==> src/rtl/vso_pkg.sv <==
// Package: shared widths and types for the scroll offset generator.
// Assumes a 15-bit plane address (32 KB tall-screen plane, 16 KB short).
package vso_pkg;
    localparam int ADDR_W  = 15;              // widest plane address
    localparam int BYTE_W  = 8;               // write port width
    localparam int UPPER_W = ADDR_W - BYTE_W; // offset bits held in the upper byte
    localparam int FINE_W  = 5;               // fine-scroll bits gated by enable
    localparam int NUM_PATHS = 2;             // CPU path and display path

    typedef logic [ADDR_W-1:0] vaddr_t;
endpackage

==> src/rtl/vso_offset_regs.sv <==
// Module: vso_offset_regs
// Stages the upper offset byte and commits the full offset on a lower-byte
// write, so consumers never see a half-written offset.
// Assumes write strobes are single-cycle pulses in the clk domain.
module vso_offset_regs
    import vso_pkg::*;
#(
    parameter int AW = ADDR_W,
    parameter int BW = BYTE_W,
    localparam int UW = AW - BW
) (
    input  logic          clk,
    input  logic          rst_n,
    input  logic          hi_wr,
    input  logic [BW-1:0] hi_data,
    input  logic          lo_wr,
    input  logic [BW-1:0] lo_data,
    output logic [AW-1:0] offset_q
);
    logic [UW-1:0] staged_hi;
    logic [UW-1:0] hi_next;

    // Pick the upper bits for a commit: the incoming byte wins on a same-cycle write.
    always_comb begin
        hi_next = hi_wr ? hi_data[UW-1:0] : staged_hi;
    end

    // Hold the staged upper byte.
    always_ff @(posedge clk) begin
        if (!rst_n)     staged_hi <= '0;
        else if (hi_wr) staged_hi <= hi_data[UW-1:0];
    end

    // Commit the full offset when the lower byte arrives.
    always_ff @(posedge clk) begin
        if (!rst_n)     offset_q <= '0;
        else if (lo_wr) offset_q <= {hi_next, lo_data};
    end

    // reset clears the active offset.
    a_r1_reset_clear: assert property (@(posedge clk) !rst_n |=> (offset_q == '0));
    // without a lower-byte write the active offset holds.
    a_r2_hold_offset: assert property (@(posedge clk) disable iff (!rst_n)
        !lo_wr |=> $stable(offset_q));
    // the lower byte lands in the low offset bits.
    a_r3_low_commit: assert property (@(posedge clk) disable iff (!rst_n)
        lo_wr |=> (offset_q[BW-1:0] == $past(lo_data)));
    // a same-cycle upper write feeds the commit.
    a_r10_same_cycle: assert property (@(posedge clk) disable iff (!rst_n)
        (lo_wr && hi_wr) |=> (offset_q[AW-1:BW] == $past(hi_data[UW-1:0])));
endmodule

==> src/rtl/vso_offset_gate.sv <==
// Module: vso_offset_gate
// Masks the stored offset by mode: the top bit needs tall-screen mode and
// the fine bits need the fine-scroll enable. Purely combinational.
module vso_offset_gate
    import vso_pkg::*;
#(
    parameter int AW = ADDR_W,
    parameter int FW = FINE_W
) (
    input  logic [AW-1:0] offset_raw,
    input  logic          mode_400,
    input  logic          fine_en,
    output logic [AW-1:0] offset_eff
);
    // Clear the bits the current mode does not allow.
    always_comb begin
        offset_eff = offset_raw;
        if (!mode_400) offset_eff[AW-1]   = 1'b0;
        if (!fine_en)  offset_eff[FW-1:0] = '0;
    end
endmodule

==> src/rtl/vso_addr_wrap.sv <==
// Module: vso_addr_wrap
// Adds the effective offset to one address and wraps inside the plane:
// full width in tall-screen mode, one bit less otherwise.
module vso_addr_wrap
    import vso_pkg::*;
#(
    parameter int AW = ADDR_W
) (
    input  logic [AW-1:0] addr_in,
    input  logic [AW-1:0] offset_eff,
    input  logic          mode_400,
    output logic [AW-1:0] addr_out
);
    logic [AW-1:0] sum;

    // Modular add, then drop the top bit for the short plane.
    always_comb begin
        sum      = addr_in + offset_eff;
        addr_out = sum;
        if (!mode_400) addr_out[AW-1] = 1'b0;
    end
endmodule

==> src/rtl/vram_scroll_offset.sv <==
// Module: vram_scroll_offset (top)
// Holds the scroll offset and applies it identically to the CPU and display
// address paths. Assumes addresses arrive already within the plane.
module vram_scroll_offset
    import vso_pkg::*;
(
    input  logic              clk,
    input  logic              rst_n,
    input  logic              hi_wr,
    input  logic [BYTE_W-1:0] hi_data,
    input  logic              lo_wr,
    input  logic [BYTE_W-1:0] lo_data,
    input  logic              mode_400,
    input  logic              fine_en,
    input  logic [ADDR_W-1:0] cpu_addr,
    input  logic [ADDR_W-1:0] disp_addr,
    output logic [ADDR_W-1:0] cpu_addr_out,
    output logic [ADDR_W-1:0] disp_addr_out
);
    vaddr_t offset_q;
    vaddr_t offset_eff;
    vaddr_t path_in  [NUM_PATHS];
    vaddr_t path_out [NUM_PATHS];

    vso_offset_regs #(.AW(ADDR_W), .BW(BYTE_W)) u_regs (
        .clk(clk), .rst_n(rst_n),
        .hi_wr(hi_wr), .hi_data(hi_data),
        .lo_wr(lo_wr), .lo_data(lo_data),
        .offset_q(offset_q)
    );

    vso_offset_gate #(.AW(ADDR_W), .FW(FINE_W)) u_gate (
        .offset_raw(offset_q), .mode_400(mode_400), .fine_en(fine_en),
        .offset_eff(offset_eff)
    );

    // Route the two address streams into the path array.
    always_comb begin
        path_in[0] = cpu_addr;
        path_in[1] = disp_addr;
    end

    for (genvar p = 0; p < NUM_PATHS; p++) begin : g_path
        vso_addr_wrap #(.AW(ADDR_W)) u_wrap (
            .addr_in(path_in[p]), .offset_eff(offset_eff),
            .mode_400(mode_400), .addr_out(path_out[p])
        );
    end

    assign cpu_addr_out  = path_out[0];
    assign disp_addr_out = path_out[1];

    // both paths share one offset.
    a_r8_same_offset: assert property (@(posedge clk) disable iff (!rst_n)
        (cpu_addr == disp_addr) |-> (cpu_addr_out == disp_addr_out));
    // the short plane never produces bit 14.
    a_r6_short_wrap: assert property (@(posedge clk) disable iff (!rst_n)
        !mode_400 |-> (cpu_addr_out[ADDR_W-1] == 1'b0 && disp_addr_out[ADDR_W-1] == 1'b0));
    // without fine enable the low bits pass through unchanged.
    a_r5_coarse_only: assert property (@(posedge clk) disable iff (!rst_n)
        !fine_en |-> (cpu_addr_out[FINE_W-1:0] == cpu_addr[FINE_W-1:0]));
endmodule

==> config.mk <==
export PLATFORM = sky130hd
export DESIGN_NAME = vram_scroll_offset
export DESIGN_NICKNAME = d
export VERILOG_FILES = /design/src/rtl/vso_pkg.sv /design/src/rtl/vso_offset_regs.sv /design/src/rtl/vso_offset_gate.sv /design/src/rtl/vso_addr_wrap.sv /design/src/rtl/vram_scroll_offset.sv
export SDC_FILE = /design/constraint.sdc
export NUM_CORES = 1
export LEC_CHECK = 0
export BUFFER_PORTS_ARGS = -buffer_cell sky130_fd_sc_hd__buf_2
export CELL_PAD_IN_SITES_DETAIL_PLACEMENT = 1
export CELL_PAD_IN_SITES_GLOBAL_PLACEMENT = 1
export CORE_UTILIZATION = 40
export DETAILED_ROUTE_END_ITERATION = 8
export PLACE_DENSITY_LB_ADDON = 0.1
export SLEW_MARGIN = 30
export SYNTH_ARGS = -nofsm -noshare
export SYNTH_HDL_FRONTEND = slang
export SYNTH_HIERARCHICAL = 1
export SYNTH_SLANG_ARGS = --single-unit
==> constraint.sdc <==
create_clock -name clk -period 3.4 [get_ports clk]
set_input_delay 0.17 -clock clk [delete_from_list [all_inputs] [get_ports clk]]
set_output_delay 0.17 -clock clk [all_outputs]
set_load 0.01 [all_outputs]
# After elaboration in Yosys (flattened, before gate mapping)
# Index checks and enable logic that the tools add are counted.
[word_totals]
ff_bits = 22
in_bits = 52
elab_cells = 9
[op_classes]
addsub = 2
mux = 5
[op_table]
columns = ["op", "count"]
rows = [
  ["15-bit adder", 2],
  ["7-bit two-way mux", 1],
  ["5-bit two-way mux", 1],
  ["1-bit two-way mux", 3],
]

# Logic depth before layout (Yosys ltp)
# Gate-level depths: netlist (run 1).
[logic_depth]
word_depth = 3
ltp_mapped = 9

# By module
# Netlist (run 1), hierarchy kept.
[by_module_without_submodules]
columns = ["mod", "n_inst", "cells_each", "area_per_inst_um2", "seq_area_each_um2"]
rows = [
  ["vso_offset_regs", 1, 71, 785.8, 440.4],
  ["vso_addr_wrap (g_path[1].u_wrap)", 1, 101, 767.0, 0.0],
  ["vso_addr_wrap (g_path[0].u_wrap)", 1, 100, 764.5, 0.0],
  ["vso_offset_gate", 1, 15, 105.1, 0.0],
]

# Least setup slack after synthesis (run 1)
# Ideal clock, no wire load.
[synth_path]
kind = "register -> output"
start = "reg u_regs.offset_q[11]"
end = "out cpu_addr_out[14]"
arrival_time_ps = 1942
t_required_ps = 3230
path_slack_ps = 1288
stages_incl_launch_ff = 9
path_buffers = 2
cell_sequence = "dfxtp_1 > buf_4 > ha_1 > buf_6 > a21oi_4 > o21bai_1 > a221o_1 > or3_1 > a21boi_1"
[synth_via]
elab_chain_cells = 2
[synth_lines]
columns = ["element", "line_no", "rtl"]
rows = [
  ["start, declared", "vso_offset_regs.sv:18", "output logic [AW-1:0] offset_q"],
  ["start signal, assigned", "vso_offset_regs.sv:37", "else if (lo_wr) offset_q <= {hi_next, lo_data};"],
  ["15-bit adder", "vso_addr_wrap.sv:18", "sum = addr_in + offset_eff;"],
  ["1-bit two-way mux", "vso_addr_wrap.sv:20", "if (!mode_400) addr_out[AW-1] = 1'b0;"],
  ["end, declared", "vram_scroll_offset.sv:17", "output logic [ADDR_W-1:0] cpu_addr_out,"],
]
# No other way between the ends.

# Final worst setup path (run 1)
[layout_path]
start = "reg u_regs.offset_q[3]"
end = "out disp_addr_out[13]"
[layout_via]
elab_chain_cells = 2
[layout_lines]
columns = ["element", "line_no", "rtl"]
rows = [
  ["5-bit two-way mux", "vso_offset_gate.sv:19", "if (!fine_en) offset_eff[FW-1:0] = '0;"],
  ["named net offset_eff[3]", "vram_scroll_offset.sv:21", "vaddr_t offset_eff;"],
  ["15-bit adder", "vso_addr_wrap.sv:18", ""],
  ["end, declared", "vram_scroll_offset.sv:18", "output logic [ADDR_W-1:0] disp_addr_out"],
]
# The timed path passes the listed nets, and every way through them passes these cells.

==> results_dict.tcl, run 1 <==
set metrics [dict create \
    dr.pass1.iters 4 \
    gp_congestion 0.801 \
    drive_gt1_share_pct 28.0 \
    postSynthCellCount 287 \
    status "completed" \
    vias 2270 \
    synth.avg_cell_area_sq_um 8.44 \
    maxCapViolCount 0 \
    root_buffer "clkbuf_8" \
    hold-worst-slack_ps 162 \
    wl_met1_um 2910 \
    io_buffers 80 \
    num_rows 27 \
    p_per_area_mw_per_mm2 333 \
    critPathKind "reg2out" \
    synth_area_sq_mm 0.00242 \
    dr_wl_met3_um 230 \
    slew_headroom_pct 63.1 \
    wl_um 6170 \
    worstSetupEndpointType "output port" \
    io_pins 82 \
    dr_wl_met2_um 3020 \
    hold_path_class "in2reg" \
    dp_cells 418 \
    grt_start_max_net_pins 23 \
    cts_inserted_buffers 3 \
    synth-seq-cells 22 \
    grt_pass1_vias 2287 \
    ys_types 44 \
    synth_ff_type "dfxtp_1" \
    finClkSkew_ps 9.52 \
    leakage_nw 1.41 \
    cts_setup_buffers 0 \
    antenna_found_initial 0 \
    core_sq_mm 0.00568 \
    seq_area_sq_um 440 \
    synth_edf_count 0 \
    grt_pass1_wl_um 10400 \
    routed_via_density 5.38 \
    initial_core_util_pct 42.7 \
    track_usage_pct 20.6 \
    final-setup-viol-count 0 \
    die_w_um 79.8 \
    cts_resized 0 \
    cp_data_required_time_ps 3230 \
    layout_min_cycle_time_ps 2650 \
    drc_errors 0 \
    fin_cells 422 \
    startpoint_type "flop" \
    synthesis.nets 369 \
    crit_arrival_ps 2480 \
    cts_tree "done" \
    first_iter_violations 41 \
    clkTransAtPathRegs_ps 80 \
    antenna_cells 0 \
    finalHoldViolations 0 \
    postCtsHoldBufs 0 \
    worst-path-max-fanout 5 \
    grt_overflow_total 0 \
    dieArea_sq_mm 0.00637 \
    fmax_ghz 0.377 \
    r2r_slack_ps 2570 \
    period_share_pct 78.0 \
    ys_seq_area_share_pct 18.2 \
    wl_per_cell_um 14.6 \
    cts_htree_levels 1 \
    clock_sinks 22 \
    hpwl_um 5270 \
    multi_input_area_sq_mm 0.00175 \
    async_flop_share_pct 0 \
    clk_latency_ps 260 \
    nets 433 \
    die_y_um 79.8 \
    total_power_uw 937 \
    antenna_left 0 \
    syn2layout_area_growth_pct 16.1 \
    tightest_slew_ps 548 \
    ir_drop_mv 0.449 \
    dr.max_layer_used "met4" \
    drv_slew 0 \
    grt_setup_unrepaired "no" \
    fin_setup_tns_ps 0 \
    yosys_warnings 6 \
    cts_buffer_depth 2 \
    n_fill_cell 735 \
]
per-stage QoR:
step                util (%)  cell area [sq um]  setup WS, ps
detailed placement      48.3               2740          1060
CTS                     49.6               2810           767
global placement        48.3               2740          1100
finish                  49.6               2810           750
floorplan                  -               2420          1290
global route            49.6               2810           566
cells by family (layout without fill, tap and decap cells):
logic type                 count (synthesis)  in the layout  synth area share, %
muxes                                     16             16                 6.61
adders and majority gates                 30             30                 16.1
and+or+nand+nor                           74             74                 16.7
buffers and inverters                     38            101                 9.71
AOI/OAI and AO/OA                         89             89                 26.2
xor gates and xnor gates                  18             18                 6.51
DFF                                       22             22                 18.2
worst max-delay path, cell delays in order (launching register included):
cell,delay [ps]
dfxtp_1,320
and2_1,190
ha_1,370
a21o_1,200
a21oi_1,230
a21oi_1,210
o311ai_0,400
o211ai_1,130
buf_2,160
flip-flops by register name, indices dropped and copies added (netlist names):
name	cells
u_regs/staged_hi	7
u_regs/offset_q	15
final cells by class:
class                           count  area share, %
Clock buffer                        3           1.47
Clock inverter                      1           1.07
Inverter                           17           2.27
Multi-Input combinational cell    227           62.1
Sequential cell                    22           15.7
Tap cell                           72           3.20
Timing Repair Buffer               80           14.2
final timing paths:
path                    endpoint  cells after the start           startpoint
max reg2reg  u_regs/offset_q[13]                      2  u_regs/offset_q[13]
min reg2reg   u_regs/offset_q[2]                      2   u_regs/offset_q[2]
max            disp_addr_out[13]                      8   u_regs/offset_q[3]
min           u_regs/offset_q[2]                      3           lo_data[2]
synth_stat cells (3+ instances only):
| cell | instances | share of area, % |
|---|---|---|
| o21ai_1 | 3 | 0.62 |
| a21oi_1 | 25 | 5.2 |
| buf_4 | 10 | 3.1 |
| inv_1 | 17 | 2.6 |
| xnor2_1 | 16 | 5.8 |
| or4_1 | 3 | 0.93 |
| a211oi_1 | 4 | 1.2 |
| nand2_1 | 15 | 2.3 |
| o21ai_0 | 10 | 2.1 |
| nor3_1 | 5 | 1.0 |
| nor2b_1 | 18 | 4.6 |
| nor2_1 | 10 | 1.5 |
| buf_6 | 7 | 3.3 |
| and2_1 | 6 | 1.5 |
| dfxtp_1 | 22 | 18 |
| a31oi_1 | 5 | 1.3 |
| a21o_1 | 12 | 3.7 |
| ha_1 | 28 | 14 |
| nand4_1 | 4 | 1.0 |
| a21oi_4 | 4 | 2.7 |
| a21boi_1 | 3 | 0.93 |
| mux2i_1 | 16 | 6.6 |
| o2111ai_1 | 3 | 1.1 |
| nand3_1 | 3 | 0.62 |
routing by layer:
metal,GRT usage (%),vias to the layer above
met3,2.17,2
met4,3.04,0
li1,-,1169
met1,25.6,1050
met5,0,-
met2,38.3,49
where the power goes:
part / internal [mW] / total [mW] / switching, mW
clock network: 0.157 / 0.238 / 0.0812
logic: 0.188 / 0.412 / 0.224
registers: 0.274 / 0.286 / 0.0124
cells in the final DEF (no fill, tap or decap), drive strengths merged, types with 3 or more instances in the layout:
cell     count
buf         80
a21oi       31
ha          28
dfxtp       22
nor2b       18
inv         17
xnor2       16
mux2i       16
nand2       15
o21ai       13
a21o        12
nor2        10
and2         6
nor3         5
a31oi        5
nand4        4
a211oi       4
a21boi       4
and3         4
a221o        4
clkbuf       3
or4          3
o2111ai      3
nand3        3
(Power assumes the default switching activity.)
==> run 2: changes to the inputs <==
--- a/config.mk
+++ b/config.mk
@@ -8,7 +8,7 @@
 export BUFFER_PORTS_ARGS = -buffer_cell sky130_fd_sc_hd__buf_2
 export CELL_PAD_IN_SITES_DETAIL_PLACEMENT = 1
 export CELL_PAD_IN_SITES_GLOBAL_PLACEMENT = 1
-export CORE_UTILIZATION = 40
+export CORE_UTILIZATION = 34
 export DETAILED_ROUTE_END_ITERATION = 8
 export PLACE_DENSITY_LB_ADDON = 0.1
 export SLEW_MARGIN = 30
==> constraint.sdc (replaced) <==
create_clock -name clk -period 2.19 [get_ports clk]
set_input_delay 0.1095 -clock clk [delete_from_list [all_inputs] [get_ports clk]]
set_output_delay 0.1095 -clock clk [all_outputs]
set_load 0.01 [all_outputs]
==> results_dict.tcl, run 2 (same netlist as run 1, synthesis figures left out) <==
set metrics [dict create \
    status "finished, violations left" \
    violations "setup timing" \
    n_fill_cell 838 \
    p_clk_share_pct 18.2 \
    leakage_nw 1.63 \
    cts_inserted_buffers 3 \
    dr_wl_met2_um 3990 \
    critPathMaxStageDelay_ps 400 \
    dp_cells 465 \
    grt_setup_unrepaired "yes" \
    hold_path_class "in2reg" \
    num_rows 30 \
    slew_headroom_pct 70.2 \
    wl_met1_um 3560 \
    fmax_ghz 0.425 \
    io_buffers 80 \
    drive_gt1_share_pct 55.5 \
    syn2layout_area_growth_pct 50.6 \
    maxCapViolCount 0 \
    grt_start_max_net_pins 23 \
    top_register "u_regs/offset_q" \
    track_usage_pct 20.5 \
    root_buffer "clkbuf_8" \
    cts_tree "done" \
    worst-path-max-fanout 3 \
    power.internal_mw 1.01 \
    startpoint_type "flop" \
    grt_pass1_vias 2549 \
    path_depth 6 \
    final-setup-viol-count 13 \
    hold-worst-slack_ps 111 \
    gp_congestion 0.765 \
    total_power_mw 1.58 \
    hpwl_um 5620 \
    wl_per_cell_um 15.9 \
    cp_data_required_time_ps 2080 \
    hold_depth 3 \
    combPwrFrac_pct 53.2 \
    die_y_um 86.4 \
    layout_min_cycle_time_ps 2350 \
    reg2reg_depth 2 \
    clk_latency_ps 260 \
    tightest_slew_ps 447 \
    cts_buffer_depth 2 \
    finalHoldViolations 0 \
    dieArea_sq_mm 0.00747 \
    io_pins 82 \
    dr_wl_met3_um 158 \
    final_cell_mix "80 x buf_2, 38 x buf_4, 20 x ha_4" \
    nets 476 \
    crit_arrival_ps 2240 \
    critPathKind "reg2out" \
    worstSetupEndpointType "output port" \
    period_share_pct 107 \
    grt_overflow_total 0 \
    clock_sinks 22 \
    reg_top3 "u_regs/offset_q: 15 flops, u_regs/staged_hi: 7 flops" \
    p_per_area_mw_per_mm2 434 \
    fin_setup_tns_ps -895 \
    dr.pass1.iters 4 \
    mostFrequentLayoutCell "buf_2" \
    crit_chain "ha_1 -> and4_2 -> a221o_1 -> or3_1 -> a21boi_2 -> buf_2" \
    wl_um 7760 \
    antenna_left 0 \
    first_iter_violations 49 \
    critPathTopFamily "simple AND/OR/NAND/NOR gates" \
    vias 2509 \
    largest_reg_flops 15 \
    drc_errors 0 \
    antenna_found_initial 0 \
    clkTransAtPathRegs_ps 80 \
    worst_slack_ps -161 \
    dr.max_layer_used "met4" \
    cp_num_buf_inv 1 \
    fin_cells 489 \
    swShare_pct 36.4 \
    crit_path_top_delay_cell "or3_1" \
    ir_drop_mv 0.537 \
    core_sq_mm 0.00683 \
    finClkSkew_ps 5.60 \
    antenna_cells 0 \
    seq_power_share_pct 28.6 \
    routed_via_density 5.13 \
    initial_core_util_pct 35.5 \
    p_sw_uw 576 \
    utilization_pct 53.4 \
    grt_pass1_wl_um 12300 \
    die_w_um 86.4 \
    cts_htree_levels 1 \
    drv_slew 0 \
]
## run 2: changes by cell type in the layout (fill, tap and decap cells not counted), moves of 7 or more
cell,change
ha_1,-24
dfxtp_1,-10
a21oi_1,-11
ha_4,+20
dfxtp_2,+7
buf_4,+38
a21oi_2,+10
## run 2: metrics by stage
stage	worst slack (ps)	cell area (sq um)
final	-161	3650
after global routing	-256	3650
after CTS	-173	3360
after global placement	-2.53	2940
after floorplan	138	2420
after detailed placement	-21.5	2940
## run 2: routing by layer
layer	vias to the layer above	global-route usage, %
met5	-	0
met1	1204	26.0
met3	4	0.952
met2	43	38.2
met4	0	4.24
li1	1258	-
## run 2: worst register-to-register path, cell delays in order, from the launching register on
cell	delay [ps]
dfxtp_2	350
o21ai_0	200
a21oi_1	80
## run 2: power by group through the flow
stage | clock (mW) | sequential, mW | combinational [mW]
2_1_floorplan | 0 | 0.441 | 0.480
3_3_place_gp | 0 | 0.453 | 0.679
3_5_place_dp | 0 | 0.454 | 0.692
4_1_cts | 0.294 | 0.451 | 0.763
5_1_grt | 0.305 | 0.456 | 0.926
6_report | 0.288 | 0.453 | 0.842
## run 2: cell type report
class / count / area [sq um] / area share (%)
Sequential cell: 22 / 460 / 12.6
Inverter: 17 / 63.8 / 1.75
Timing Repair Buffer: 123 / 742 / 20.3
Tap cell: 96 / 120 / 3.29
Clock buffer: 4 / 55.1 / 1.51
Multi-Input combinational cell: 227 / 2210 / 60.5
## run 2: final timing paths
path / from / end / slack, ps
worst min-delay path: lo_data[0] / u_regs/offset_q[0] / 110
worst min register to register: u_regs/offset_q[0] / u_regs/offset_q[0] / 520
worst max-delay path: u_regs/offset_q[13] / disp_addr_out[14] / -160
worst max register to register: u_regs/offset_q[8] / u_regs/offset_q[8] / 1430
## run 2: repair_timing
item / in CTS / in global routing
pin swaps: 28 / 37
setup buffers: 10 / 14
setup endpoints to repair: 18 / 20
gates resized for setup: 64 / 38
hold buffers: 0 / 0
==> run 3: changes to the inputs <==
--- a/config.mk
+++ b/config.mk
@@ -11,6 +11,7 @@
 export CORE_UTILIZATION = 34
 export DETAILED_ROUTE_END_ITERATION = 8
 export PLACE_DENSITY_LB_ADDON = 0.1
+export REMOVE_ABC_BUFFERS = 1
 export SLEW_MARGIN = 30
 export SYNTH_ARGS = -nofsm -noshare
 export SYNTH_HDL_FRONTEND = slang
==> results_dict.tcl, run 3 (same netlist as run 1, synthesis figures left out) <==
set metrics [dict create \
    status "finished, violations left" \
    violations "setup timing" \
    multi_input_area_sq_mm 0.00228 \
    core_sq_mm 0.00683 \
    crit_chain "and2_4 -> ha_4 -> buf_4 -> a21o_1 -> nand4_1 -> a21boi_2 -> or4_4 -> o2111ai_2 -> buf_2" \
    gp_congestion 0.784 \
    worst_slack_ps -147 \
    seq_area_sq_um 465 \
    mostFrequentLayoutCell "buf_2" \
    fin_cells 487 \
    final_cell_mix "80 x buf_2, 34 x buf_4, 20 x ha_4" \
    reg_top3 "u_regs/offset_q: 15 flops, u_regs/staged_hi: 7 flops" \
    critPathKind "reg2out" \
    io_pins 82 \
    routed_via_density 5.11 \
    fmax_ghz 0.428 \
    startpoint_type "flop" \
    r2r-end "u_regs/offset_q[1]" \
    period_share_pct 107 \
    dieArea_sq_mm 0.00747 \
    io_buffers 80 \
    wl_per_cell_um 16.4 \
    clk_latency_ps 260 \
    min_delay_worst_endpoint "u_regs/offset_q[0]" \
    utilization_pct 54.4 \
    wl_um 7970 \
    cp_num_buf_inv 2 \
    slew_headroom_pct 68.3 \
    finClkSkew_ps 0.933 \
    drc_errors 0 \
    postCtsHoldBufs 0 \
    ir_drop_mv 0.336 \
    reg2reg_depth 3 \
    cts_buffer_depth 2 \
    grt_start_max_net_pins 23 \
    worst-path-max-fanout 3 \
    grt_pass1_vias 2513 \
    final-setup-viol-count 17 \
    finalHoldViolations 0 \
    largest_reg_flops 15 \
    crit_arrival_ps 2230 \
    dp_cells 461 \
    worstSetupEndpointType "output port" \
    tightest_slew_ps 476 \
    grt_overflow_total 0 \
    antenna_cells 0 \
    root_buffer "clkbuf_8" \
    cp_data_required_time_ps 2080 \
    r2r_slack_ps 1460 \
    drive_gt1_share_pct 57.5 \
    num_rows 30 \
    maxCapViolCount 0 \
    clkTransAtPathRegs_ps 80 \
    cts_inserted_buffers 3 \
    antenna_found_initial 0 \
    nets 474 \
    vias 2487 \
    n_fill_cell 802 \
    dr.pass1.iters 4 \
    top_register "u_regs/offset_q" \
    crit_path_top_delay_cell "or4_4" \
    layout_min_cycle_time_ps 2340 \
    rr_startpoint "u_regs/offset_q[1]" \
    initial_core_util_pct 35.5 \
    first_iter_violations 36 \
    hpwl_um 5630 \
    drv_slew 0 \
    clock_sinks 22 \
    antenna_left 0 \
    critPathTopFamily "simple AND/OR/NAND/NOR gates" \
    leakage_nw 1.65 \
    grt_setup_unrepaired "yes" \
    hold_path_class "in2reg" \
    grt_pass1_wl_um 12000 \
    p_per_area_mw_per_mm2 435 \
    syn2layout_area_growth_pct 53.5 \
    critPathMaxStageDelay_ps 540 \
    hold_depth 3 \
    cts_htree_levels 1 \
    hp-start "lo_data[0]" \
    die_w_um 86.4 \
    cts_tree "done" \
    die_y_um 86.4 \
    track_usage_pct 20.2 \
]
[run 3: changes by cell type in the layout (fill, tap and decap cells not counted), moves of 2 or more]
cell / delta
buf_4: -4
a31oi_2: +2
a21oi_1: -2
a31oi_1: -3
dfxtp_1: -2
nand2_4: +2
nand2_2: -3
buf_6: +2
[run 3: tightest hold or removal path, cell delays in order]
cell and delay (ps):
buf_2 70, mux2i_1 60, nor2b_1 100
[run 3: stage by stage]
stage	TNS, ps	instance area [sq um]	hold WS, ps	worst slack, ps	total power [mW]
2_1_floorplan	0	2250	199	227	0.869
3_3_place_gp	-20.0	2910	375	-17.9	1.13
3_5_place_dp	-135	2910	379	-46.4	1.14
4_1_cts	-1780	3330	102	-182	1.52
5_1_grt	-3160	3720	114	-256	1.73
6_report	-1270	3720	108	-147	1.62
[run 3: layout make-up]
class | count | share of cell area [%]
clock buffer | 4 | 1.48
multi-input combinational | 227 | 61.3
timing repair buffer | 121 | 19.8
inverter | 17 | 1.72
tap | 96 | 3.23
sequential | 22 | 12.5
[run 3: worst max-delay path by stage]
| stage | start | end | cells past startpoint |
|---|---|---|---|
| 2_1_floorplan | u_regs/offset_q[11] | cpu_addr_out[14] | 6 |
| 3_3_place_gp | u_regs/offset_q[0] | cpu_addr_out[8] | 10 |
| 3_5_place_dp | u_regs/offset_q[0] | disp_addr_out[10] | 10 |
| 4_1_cts | u_regs/offset_q[0] | cpu_addr_out[10] | 10 |
| 5_1_grt | u_regs/offset_q[0] | disp_addr_out[14] | 10 |
| 6_report | u_regs/offset_q[0] | disp_addr_out[7] | 9 |
[run 3: what timing repair did]
action                                  4_1_cts  5_1_grt
endpoints found under the setup margin       20       19
gates resized for setup                      61       59
pin swaps                                    29       43
buffers inserted                             13       10
[run 3: power by group]
| part | internal (mW) | switching, mW | total [mW] |
|---|---|---|---|
| Sequential | 0.426 | 0.0266 | 0.453 |
| Combinational | 0.434 | 0.438 | 0.872 |
| Clock | 0.160 | 0.134 | 0.294 |
[run 3: routing by layer]
layer  global-route usage [%]  wire length [um]
met3                     2.57               249
met2                     36.4              4010
met1                     26.0              3670
met4                     3.33                39
met5                        0                 0
